File: src/rtl/ulps_seq_pkg.sv
// Package: shared state encoding, command codes and status bit positions
// for the lane low-power sequencer. Assumes a two-bit command code.
package ulps_seq_pkg;
    typedef enum logic [2:0] {
        ST_IDLE,
        ST_ENTER_CHK,
        ST_ACK_WAIT,
        ST_WAKE,
        ST_RELEASE,
        ST_REL_CHK
    } seq_state_e;

    localparam logic [1:0] OP_ENTER = 2'b01;
    localparam logic [1:0] OP_EXIT  = 2'b10;
    localparam logic [1:0] PWR_OFF  = 2'b00;

    localparam int STS_ACK_BIT = 31;
    localparam int STS_ERR_BIT = 0;
endpackage

File: src/rtl/ulps_lane_bank.sv
// Per-lane control bits: escape request and exit request.
// A clear takes priority over a set. The sequencer never issues both for
// the same lane in one cycle, and an assertion guards this.
module ulps_lane_bank #(
    parameter int NL = 4
) (
    input  logic          clk,
    input  logic          rst_n,
    input  logic [NL-1:0] set_esc,
    input  logic [NL-1:0] set_exit,
    input  logic [NL-1:0] clr,
    output logic [NL-1:0] esc_q,
    output logic [NL-1:0] exit_q
);
    for (genvar i = 0; i < NL; i++) begin : g_lane
        // one lane: hold, set or clear its two control bits
        always_ff @(posedge clk) begin
            if (!rst_n) begin
                esc_q[i]  <= 1'b0;
                exit_q[i] <= 1'b0;
            end else if (clr[i]) begin
                esc_q[i]  <= 1'b0;
                exit_q[i] <= 1'b0;
            end else begin
                if (set_esc[i])  esc_q[i]  <= 1'b1;
                if (set_exit[i]) exit_q[i] <= 1'b1;
            end
        end
    end

    // set and clear never target the same lane together
    always_comb begin
        if (rst_n) begin
            p_no_set_clr_r6: assert (((set_esc | set_exit) & clr) == '0)
                else $error("set and clear collide on a lane");
        end
    end
endmodule

File: src/rtl/ulps_wake_timer.sv
// Wake-up interval timer. A start pulse loads WAKE_CYCLES-1. The done
// output is high in the final counted cycle. Abort stops the count.
// Assumes WAKE_CYCLES >= 1.
module ulps_wake_timer #(
    parameter int WAKE_CYCLES = 125000
) (
    input  logic clk,
    input  logic rst_n,
    input  logic start,
    input  logic abort,
    output logic done
);
    localparam int CNT_W = $clog2(WAKE_CYCLES + 1);
    localparam logic [CNT_W-1:0] LOAD = CNT_W'(WAKE_CYCLES - 1);

    logic [CNT_W-1:0] cnt_q;
    logic             run_q;

    // load, count down and stop the interval counter
    always_ff @(posedge clk) begin
        if (!rst_n) begin
            cnt_q <= '0;
            run_q <= 1'b0;
        end else if (start) begin
            cnt_q <= LOAD;
            run_q <= 1'b1;
        end else if (abort) begin
            run_q <= 1'b0;
        end else if (run_q) begin
            if (cnt_q == '0) run_q <= 1'b0;
            else             cnt_q <= cnt_q - 1'b1;
        end
    end

    assign done = run_q && (cnt_q == '0);

    // a running count drops by one each cycle
    p_count_down_r6: assert property (@(posedge clk) disable iff (!rst_n)
        (run_q && cnt_q != '0 && !start && !abort) |=> (cnt_q == $past(cnt_q) - 1'b1))
        else $error("wake timer skipped a count");
endmodule

File: src/rtl/ulps_status.sv
// Status word. Bit 31 records that all lanes acknowledged, and bit 0
// records a refused command. Both are cleared by writing a 1, and a set
// in the same cycle wins. All other bits read 0.
module ulps_status
    import ulps_seq_pkg::*;
(
    input  logic        clk,
    input  logic        rst_n,
    input  logic        set_ack,
    input  logic        set_err,
    input  logic        wr,
    input  logic [31:0] w1c,
    output logic [31:0] status
);
    logic ack_q, err_q;
    logic unused_w1c;
    assign unused_w1c = ^w1c[30:1];

    // sticky flags with write-one-to-clear
    always_ff @(posedge clk) begin
        if (!rst_n) begin
            ack_q <= 1'b0;
            err_q <= 1'b0;
        end else begin
            if (set_ack)                        ack_q <= 1'b1;
            else if (wr && w1c[STS_ACK_BIT])    ack_q <= 1'b0;
            if (set_err)                        err_q <= 1'b1;
            else if (wr && w1c[STS_ERR_BIT])    err_q <= 1'b0;
        end
    end

    always_comb begin
        status = '0;
        status[STS_ACK_BIT] = ack_q;
        status[STS_ERR_BIT] = err_q;
    end

    // writing one to bit 31 clears the flag
    p_w1c_r5: assert property (@(posedge clk) disable iff (!rst_n)
        (wr && w1c[STS_ACK_BIT] && !set_ack) |=> !status[STS_ACK_BIT])
        else $error("acknowledge flag survived its clear");
endmodule

File: src/rtl/ulps_exit_seq.sv
// Top level: lane low-power entry and exit sequencer.
// Runs the exit handshake (raise exit, wait for every selected lane to
// acknowledge, time the wake-up, release both bits, read back). It also
// runs entry with readback and the power-off shortcut. Assumes the
// command strobe lasts one cycle and the status inputs are already
// synchronous to clk.
module ulps_exit_seq
    import ulps_seq_pkg::*;
#(
    parameter int NUM_DATA_LANES = 3,
    parameter int WAKE_CYCLES    = 125000
) (
    input  logic                    clk,
    input  logic                    rst_n,
    input  logic                    cmd_valid,
    input  logic [1:0]              cmd_op,
    input  logic [NUM_DATA_LANES:0] cmd_lanes,
    input  logic [1:0]              io_pwr,
    input  logic                    sts_wr,
    input  logic [31:0]             sts_w1c,
    input  logic [NUM_DATA_LANES:0] lane_ulps_n,
    output logic [NUM_DATA_LANES:0] esc_req,
    output logic [NUM_DATA_LANES:0] ulps_exit,
    output logic                    busy,
    output logic [31:0]             status,
    output logic                    irq
);
    localparam int NL = NUM_DATA_LANES + 1;

    seq_state_e    state_q, state_d;
    logic [NL-1:0] sel_q;
    logic [NL-1:0] set_esc, set_exit, clr;
    logic          tmr_start, tmr_abort, tmr_done;
    logic          ack_evt, accept, reject, pwr_off, all_ack;

    assign pwr_off = (io_pwr == PWR_OFF);
    assign accept  = cmd_valid && (state_q == ST_IDLE) && (|cmd_lanes)
                     && (cmd_op == OP_ENTER || cmd_op == OP_EXIT);
    assign reject  = cmd_valid && (state_q != ST_IDLE);
    assign all_ack = ((lane_ulps_n & sel_q) == sel_q);
    assign busy    = (state_q != ST_IDLE);

    // next state and lane write strobes for each sequence step
    always_comb begin
        state_d   = state_q;
        set_esc   = '0;
        set_exit  = '0;
        clr       = '0;
        tmr_start = 1'b0;
        tmr_abort = 1'b0;
        ack_evt   = 1'b0;
        unique case (state_q)
            ST_IDLE: if (accept) begin
                if (cmd_op == OP_ENTER) begin
                    set_esc = cmd_lanes;
                    state_d = ST_ENTER_CHK;
                end else if (pwr_off) begin
                    state_d = ST_RELEASE;
                end else begin
                    set_exit = cmd_lanes;
                    state_d  = ST_ACK_WAIT;
                end
            end
            ST_ENTER_CHK: if ((esc_req & sel_q) == sel_q) state_d = ST_IDLE;
            ST_ACK_WAIT: begin
                if (pwr_off) begin
                    state_d = ST_RELEASE;
                end else if (all_ack) begin
                    ack_evt   = 1'b1;
                    tmr_start = 1'b1;
                    state_d   = ST_WAKE;
                end
            end
            ST_WAKE: begin
                if (pwr_off) begin
                    tmr_abort = 1'b1;
                    state_d   = ST_RELEASE;
                end else if (tmr_done) begin
                    state_d = ST_RELEASE;
                end
            end
            ST_RELEASE: begin
                clr     = sel_q;
                state_d = ST_REL_CHK;
            end
            ST_REL_CHK: if (((esc_req | ulps_exit) & sel_q) == '0) state_d = ST_IDLE;
            default: state_d = ST_IDLE;
        endcase
    end

    // state register and latched lane selection
    always_ff @(posedge clk) begin
        if (!rst_n) begin
            state_q <= ST_IDLE;
            sel_q   <= '0;
        end else begin
            state_q <= state_d;
            if (accept) sel_q <= cmd_lanes;
        end
    end

    ulps_lane_bank #(.NL(NL)) lanes_i (
        .clk      (clk),
        .rst_n    (rst_n),
        .set_esc  (set_esc),
        .set_exit (set_exit),
        .clr      (clr),
        .esc_q    (esc_req),
        .exit_q   (ulps_exit)
    );

    ulps_wake_timer #(.WAKE_CYCLES(WAKE_CYCLES)) timer_i (
        .clk   (clk),
        .rst_n (rst_n),
        .start (tmr_start),
        .abort (tmr_abort),
        .done  (tmr_done)
    );

    ulps_status status_i (
        .clk     (clk),
        .rst_n   (rst_n),
        .set_ack (ack_evt),
        .set_err (reject),
        .wr      (sts_wr),
        .w1c     (sts_w1c),
        .status  (status)
    );

    assign irq = status[STS_ACK_BIT];

    // lane outputs hold still through both waits
    p_wait_stable_r4: assert property (@(posedge clk) disable iff (!rst_n)
        (state_q == ST_ACK_WAIT || state_q == ST_WAKE)
        |=> ($stable(esc_req) && $stable(ulps_exit)))
        else $error("lane bits moved during a wait");

    // the acknowledge flag rises only out of the acknowledge wait
    p_ack_source_r5: assert property (@(posedge clk) disable iff (!rst_n)
        $rose(status[STS_ACK_BIT]) |-> $past(state_q == ST_ACK_WAIT))
        else $error("acknowledge flag set outside the wait");

    // a command refused while busy leaves the error bit set
    p_busy_reject_r8: assert property (@(posedge clk) disable iff (!rst_n)
        (cmd_valid && busy) |=> status[STS_ERR_BIT])
        else $error("refused command not flagged");

    // the release check only ever sees the selected bits low
    p_release_seen_r7: assert property (@(posedge clk) disable iff (!rst_n)
        (state_q == ST_REL_CHK) |-> (((esc_req | ulps_exit) & sel_q) == '0))
        else $error("release not visible at readback");
endmodule

File: config.mk
export PLATFORM = sky130hd
export DESIGN_NAME = ulps_exit_seq
export DESIGN_NICKNAME = d
export VERILOG_FILES = /design/src/rtl/ulps_seq_pkg.sv /design/src/rtl/ulps_lane_bank.sv /design/src/rtl/ulps_wake_timer.sv /design/src/rtl/ulps_status.sv /design/src/rtl/ulps_exit_seq.sv
export SDC_FILE = /design/constraint.sdc
export NUM_CORES = 1
export LEC_CHECK = 0
export BUFFER_PORTS_ARGS = -buffer_cell sky130_fd_sc_hd__buf_2
export CAP_MARGIN = 20
export CORE_MARGIN = 2
export CORE_UTILIZATION = 47
export DETAILED_ROUTE_END_ITERATION = 16
export GPL_TIMING_DRIVEN = 0
export PLACE_DENSITY = 0.81
export SETUP_SLACK_MARGIN = 0.05
export SYNTH_ARGS = -nofsm -noshare
export SYNTH_HDL_FRONTEND = slang
export SYNTH_SLANG_ARGS = --single-unit
File: constraint.sdc
create_clock -name clk -period 2.56 [get_ports clk]
set_input_delay 0.384 -clock clk [delete_from_list [all_inputs] [get_ports clk]]
set_output_delay 0.384 -clock clk [all_outputs]
set_load 0.01 [all_outputs]
Word level (Yosys, flattened, before mapping)
Cells that the tools add are included.
- output and inout bits: 42
- bits in registers: 35
- word-level logic and storage cells: 99
- input bits: 48
- add/sub/neg operators: 1
- reductions and logical operators: 25
- bitwise gates (word level): 7
- equality and inequality tests: 16
- muxes and demuxes: 35
- operators with widths (kind ; number):
    17-bit 2-to-1 mux ; 4
    4-bit 2-to-1 mux ; 8
    3-bit 2-to-1 mux ; 9
    3-bit case mux with 6 select lines ; 1
    17-bit zero test ; 1
    17-bit by 1-bit subtractor with 17-bit output (second input constant) ; 1
    1-bit 2-to-1 mux ; 13
    4-bit bitwise AND ; 3
    2-bit inequality test (second input constant) ; 5
    2-bit OR reduction ; 5
    4-bit equality test ; 2
    1-bit logical AND ; 7
    3-bit by 2-bit equality test with 1-bit output (second input constant) ; 2
    3-bit equality test (second input constant) ; 2
    3-bit AND reduction ; 2
    2-bit nonzero test ; 3
    5-bit AND reduction ; 1
    4-bit zero test ; 1
    4-bit OR ; 1
    4-bit OR reduction ; 1
    3-bit by 1-bit equality test with 1-bit output (second input constant) ; 1
    3-bit zero test ; 1
    3-bit by 2-bit inequality test with 1-bit output (second input constant) ; 1
    3-bit inequality test (second input constant) ; 1
    other kinds (6) ; 8

Depth between registers and ports, before layout
- depth in word-level cells: 7
- gate-level depth with buffers: 8
- gate-level depth less buffers: 7

Cells and area by module
Synthesis repeated with hierarchy kept, for this count alone.
- cells, all modules: 271
- area, all modules: 2260.9 µm²
- by module, submodules not included (module ; cells an instance ; instances ; area each (µm²)):
    ulps_wake_timer ; 114 ; 1 ; 1002.2
    ulps_exit_seq ; 88 ; 1 ; 699.4
    ulps_status ; 41 ; 1 ; 314.1
    ulps_lane_bank ; 28 ; 1 ; 245.2

Worst setup path after synthesis
Ideal clock, no wire load.
- kind: register to register
- start point: reg timer_i.cnt_q[0]
- end point: reg timer_i.cnt_q[1]
- data required time: 2.441 ns
- data arrival time: 2.064 ns
- cell stages (with the launch flop): 9
- setup slack: 0.378 ns
- cell sequence: dfxtp_1 > inv_1 > ha_1 > or4b_2 > or4_1 > buf_4 > nand2_1 > a21oi_1 > o221a_1
- word-level cells in the longest chain between the ends: 5
- elaborated cells between the ends (all ways): 8
- ends and longest elaborated chain (element ; line ; text):
    from (decl) ; ulps_wake_timer.sv:16 ; logic [CNT_W-1:0] cnt_q;
    from (signal assigned) ; ulps_wake_timer.sv:31 ; else cnt_q <= cnt_q - 1'b1;
    17-bit by 1-bit subtractor with 17-bit output ; ulps_wake_timer.sv:31 ;
    17-bit 2-to-1 mux ; ulps_wake_timer.sv:30 ; if (cnt_q == '0) run_q <= 1'b0;
    17-bit 2-to-1 mux ; ulps_wake_timer.sv:29 ; end else if (run_q) begin
    17-bit 2-to-1 mux ; ulps_wake_timer.sv:27 ; end else if (abort) begin
    17-bit 2-to-1 mux ; ulps_wake_timer.sv:24 ; end else if (start) begin
Several ways; a longest one is shown, not always the timed one. The select of a mux whose other input is x is not followed.
A chain may end at the register's enable or synchronous reset.

Final worst setup path
- start point: reg timer_i.cnt_q[0]
- end point: reg timer_i.cnt_q[14]
The elaborated chain is that of the path after synthesis.

==> metrics.log <==
INFO  metric route.vias.total = 1819
INFO  metric power.density_cell_area = 1110 mW/mm^2
INFO  metric number_of_max_cap_violations = 0
INFO  metric timing.setup.critical_path_class = reg2reg
INFO  metric yosysWarnings = 0
INFO  metric insertedDiodeCount = 0
INFO  metric avgRoutedWirePerCell = roughly 12 um
INFO  metric synth_fa_ha_area_frac = 0.0186
INFO  metric coreArea = between 0.004 and 0.005 sq mm
INFO  metric cts_num_sinks = 35
INFO  metric ios = 90
INFO  metric synth_xor_area_frac = 0.0693
INFO  metric synth_top_cells_by_count = dfxtp_1 (35), nor2_1 (34), buf_4 (33)
INFO  metric synth_flop_cell = dfxtp_1
INFO  metric syn-cell-area = 0.00202 sq mm
INFO  metric fmaxAchievable = approximately 430 MHz
INFO  metric initialDrtViolationCount = a little under 80
INFO  metric period_minus_ws_final = 2.30 ns
INFO  metric clock_skew = 0.00517 ns
INFO  metric timing.critical_path.required = roughly 2.7 ns
INFO  metric synth_largest_area_cell = dfxtp_1
INFO  metric initial_cell_density_of_the_core = 0.498
INFO  metric fin_tns_setup = 0 ns
INFO  metric post-synth-top-count-cell = dfxtp_1
INFO  metric rows = 23
INFO  metric postSynth.asyncResetShare = 0
INFO  metric synth-seq-area-share = 0.347
INFO  metric cp_max_fo = 9
INFO  metric vias_in_the_first_global_route = 1613
INFO  metric maximum_number_of_pins_on_one_net_before_global_route_repair = 12
INFO  metric drt_pass1_iterations = 4
INFO  metric drc = 0
INFO  metric report.final.hold_viol_count = 0
INFO  metric cp-start-kind = register
INFO  metric peakVddDrop = 523 uV
INFO  metric root_buffer = clkbuf_8
INFO  metric yosys-mux-area-fraction = 0.00990
INFO  metric io_buffers = 28
INFO  metric clk-insertion-delay-late = 0.29 ns
INFO  metric layout-drive-gt1-share = 0.276
INFO  metric area_growth = 20.3%
INFO  metric grt_util_all_layers = 0.173
INFO  metric via_per_inst = 5.08
INFO  metric tightest_slew = around 1.0 ns
INFO  metric die_height = approximately 70 um
INFO  metric crit_path_end_kind = register
INFO  metric leakagePower = 1.08 nW
INFO  metric dpl_cell_area = roughly 0.0023 sq mm
INFO  metric synth_cell_type_count = 49
INFO  metric post_synth_inst_count = 241
INFO  metric floorplan.die_area = 0.00484 sq mm
INFO  metric hold-worst-slack = 0.373 ns
INFO  metric dieWidth = slightly below 70 um
INFO  metric yosys.area_share.simple = 0.248
INFO  metric worst-endpoint-arrival = 2.46 ns
INFO  metric worst_setup_hold_path_clk_slew = 0.07 ns
INFO  metric timing.final.max_slew_violations = 0
INFO  metric cts.htree.levels = 2
INFO  metric timing.max_slew.rel_slack = 0.293
INFO  metric cts_buffer_count = 5
INFO  metric grt_setup_unrepaired = no
INFO  metric synth.top_cell.area_share = 0.347
INFO  metric globalplace.congestion = 0.792
INFO  metric fin_crit_sh = 0.899
INFO  metric gr-total-overflow = 0
INFO  metric global_route_wire_length_before_repair = around 6900 um
INFO  metric clockBufferDepth = 2
INFO  metric final_area = 0.00243 sq mm
INFO  metric grt_antenna_before_repair = 0
INFO  metric run_status = finished clean
INFO  metric synth_area_per_cell = roughly 8.4 sq um
INFO  metric min-delay-path-class = in2reg
INFO  metric num-nets-final = 358
INFO  metric synth_register_bits = 35
INFO  metric detail_route.wirelength = 4190 um
INFO  metric synth_edf_count = 0
INFO  metric finalSetupViolations = 0
INFO  metric synth-compound-area-share = 0.146
INFO  metric antenna_left = 0
INFO  metric tritoncts = done
INFO  metric synth.area.top_cells = dfxtp_1 (35%), buf_4 (12%), nor2_1 (6.3%), a21oi_1 (4.2%), xnor2_1 (3.9%)
INFO  metric dp_hpwl = 3130 um
INFO  metric main_combinational_cell_family_by_area_after_synthesis = simple AND/OR/NAND/NOR gates
## cell usage in the layout (no fill, tap or decap), types with 2 or more instances in the layout
cell      synthesis  layout
inv_2             3       3
nand2b_1          3       3
clkinv_2          0       3
a21oi_1          17      17
buf_4            33      35
clkbuf_1          7       7
clkbuf_8          0       5
nor2_1           34      34
nand4_1           2       2
or4_1             5       5
conb_1            1      30
or3_1             2       2
o22ai_1           3       3
nor3b_1           2       2
xnor2_1           9       9
nand3b_1          2       2
o21ai_0           9       9
nand2_1          11      11
nor4b_2           2       2
a31oi_1           4       4
nor4b_1           2       2
inv_1             7       7
nand3_1           4       4
nor4_2            2       2
nor4_1            3       3
mux2i_1           2       2
dfxtp_1          35      35
buf_2             0      28
nor3_1            6       6
xor2_1            7       7
ha_1              3       3
## flip-flops by register name, indices dropped and copies added, names as in the netlist
| name | count |
|---|---|
| status_i.ack_q | 1 |
| timer_i.cnt_q | 17 |
| lanes_i.exit_q | 4 |
| status_i.err_q | 1 |
| sel_q | 4 |
| lanes_i.esc_q | 4 |
| state_q | 3 |
| timer_i.run_q | 1 |
## per-layer routing
| layer | global-route usage | wire length (um) |
|---|---|---|
| met4 | 0.0436 | 43 |
| met2 | 0.300 | 2040 |
| met1 | 0.208 | 1760 |
| met3 | 0.0538 | 351 |
| met5 | 0 | 0 |
## worst paths after layout
| path | start | to | slack, ns | cells after the start |
|---|---|---|---|---|
| worst min-delay path | cmd_valid | status_i.err_q | 0.37 | 3 |
| worst max-delay path | timer_i.cnt_q[0] | timer_i.cnt_q[14] | 0.26 | 8 |
| worst max register to register | timer_i.cnt_q[0] | timer_i.cnt_q[14] | 0.26 | 8 |
| worst min register to register | status_i.ack_q | status_i.ack_q | 0.49 | 2 |
## power by group
group	total [W]	switching (W)	internal (W)
combinational	0.00150	0.000814	0.000689
sequential	0.000810	0.000125	0.000686
clock	0.000386	0.000200	0.000186
## worst max-delay path, stage by stage, from the launching register on
cell and delay (ns):
dfxtp_1 0.31, inv_1 0.11, ha_1 0.15, or4b_2 0.64, or4_1 0.42, buf_4 0.18
nand4b_1 0.12, xor2_1 0.17, a21oi_1 0.08
## through the flow
step | total power (W) | setup slack [ns] | std cells | util
after floorplan | 0.00195 | 0.378 | 270 | -
after global placement | 0.00219 | 0.235 | 348 | 0.575
after detailed placement | 0.00222 | 0.253 | 348 | 0.575
after CTS | 0.00261 | 0.231 | 356 | 0.596
after global routing | 0.00291 | 0.0748 | 358 | 0.599
final | 0.00270 | 0.259 | 358 | 0.599
## cell type report
type	instances	area, sq um
Inverter	10	37.5
Timing Repair Buffer	30	155
Buffer	41	285
Fill cell	378	1630
Tap cell	50	62.6
Clock inverter	3	15.0
Multi-Input combinational cell	184	1110
Clock buffer	5	68.8
Sequential cell	35	701
## cell families (layout without fill, tap and decap cells)
kind of cell | Yosys count | after routing
fa+ha+maj | 3 | 3
compound gates | 46 | 46
xor+xnor | 16 | 16
other cells | 1 | 30
simple gates | 87 | 87
flops | 35 | 35
buf+inv | 51 | 89
mux | 2 | 2
## repair_timing
item,in CTS,in global routing
endpoints found under the setup margin,0,1
hold buffers,0,0
resized for setup,0,0
buffers inserted,0,2
Note: power is estimated with default switching activity, not from simulation.
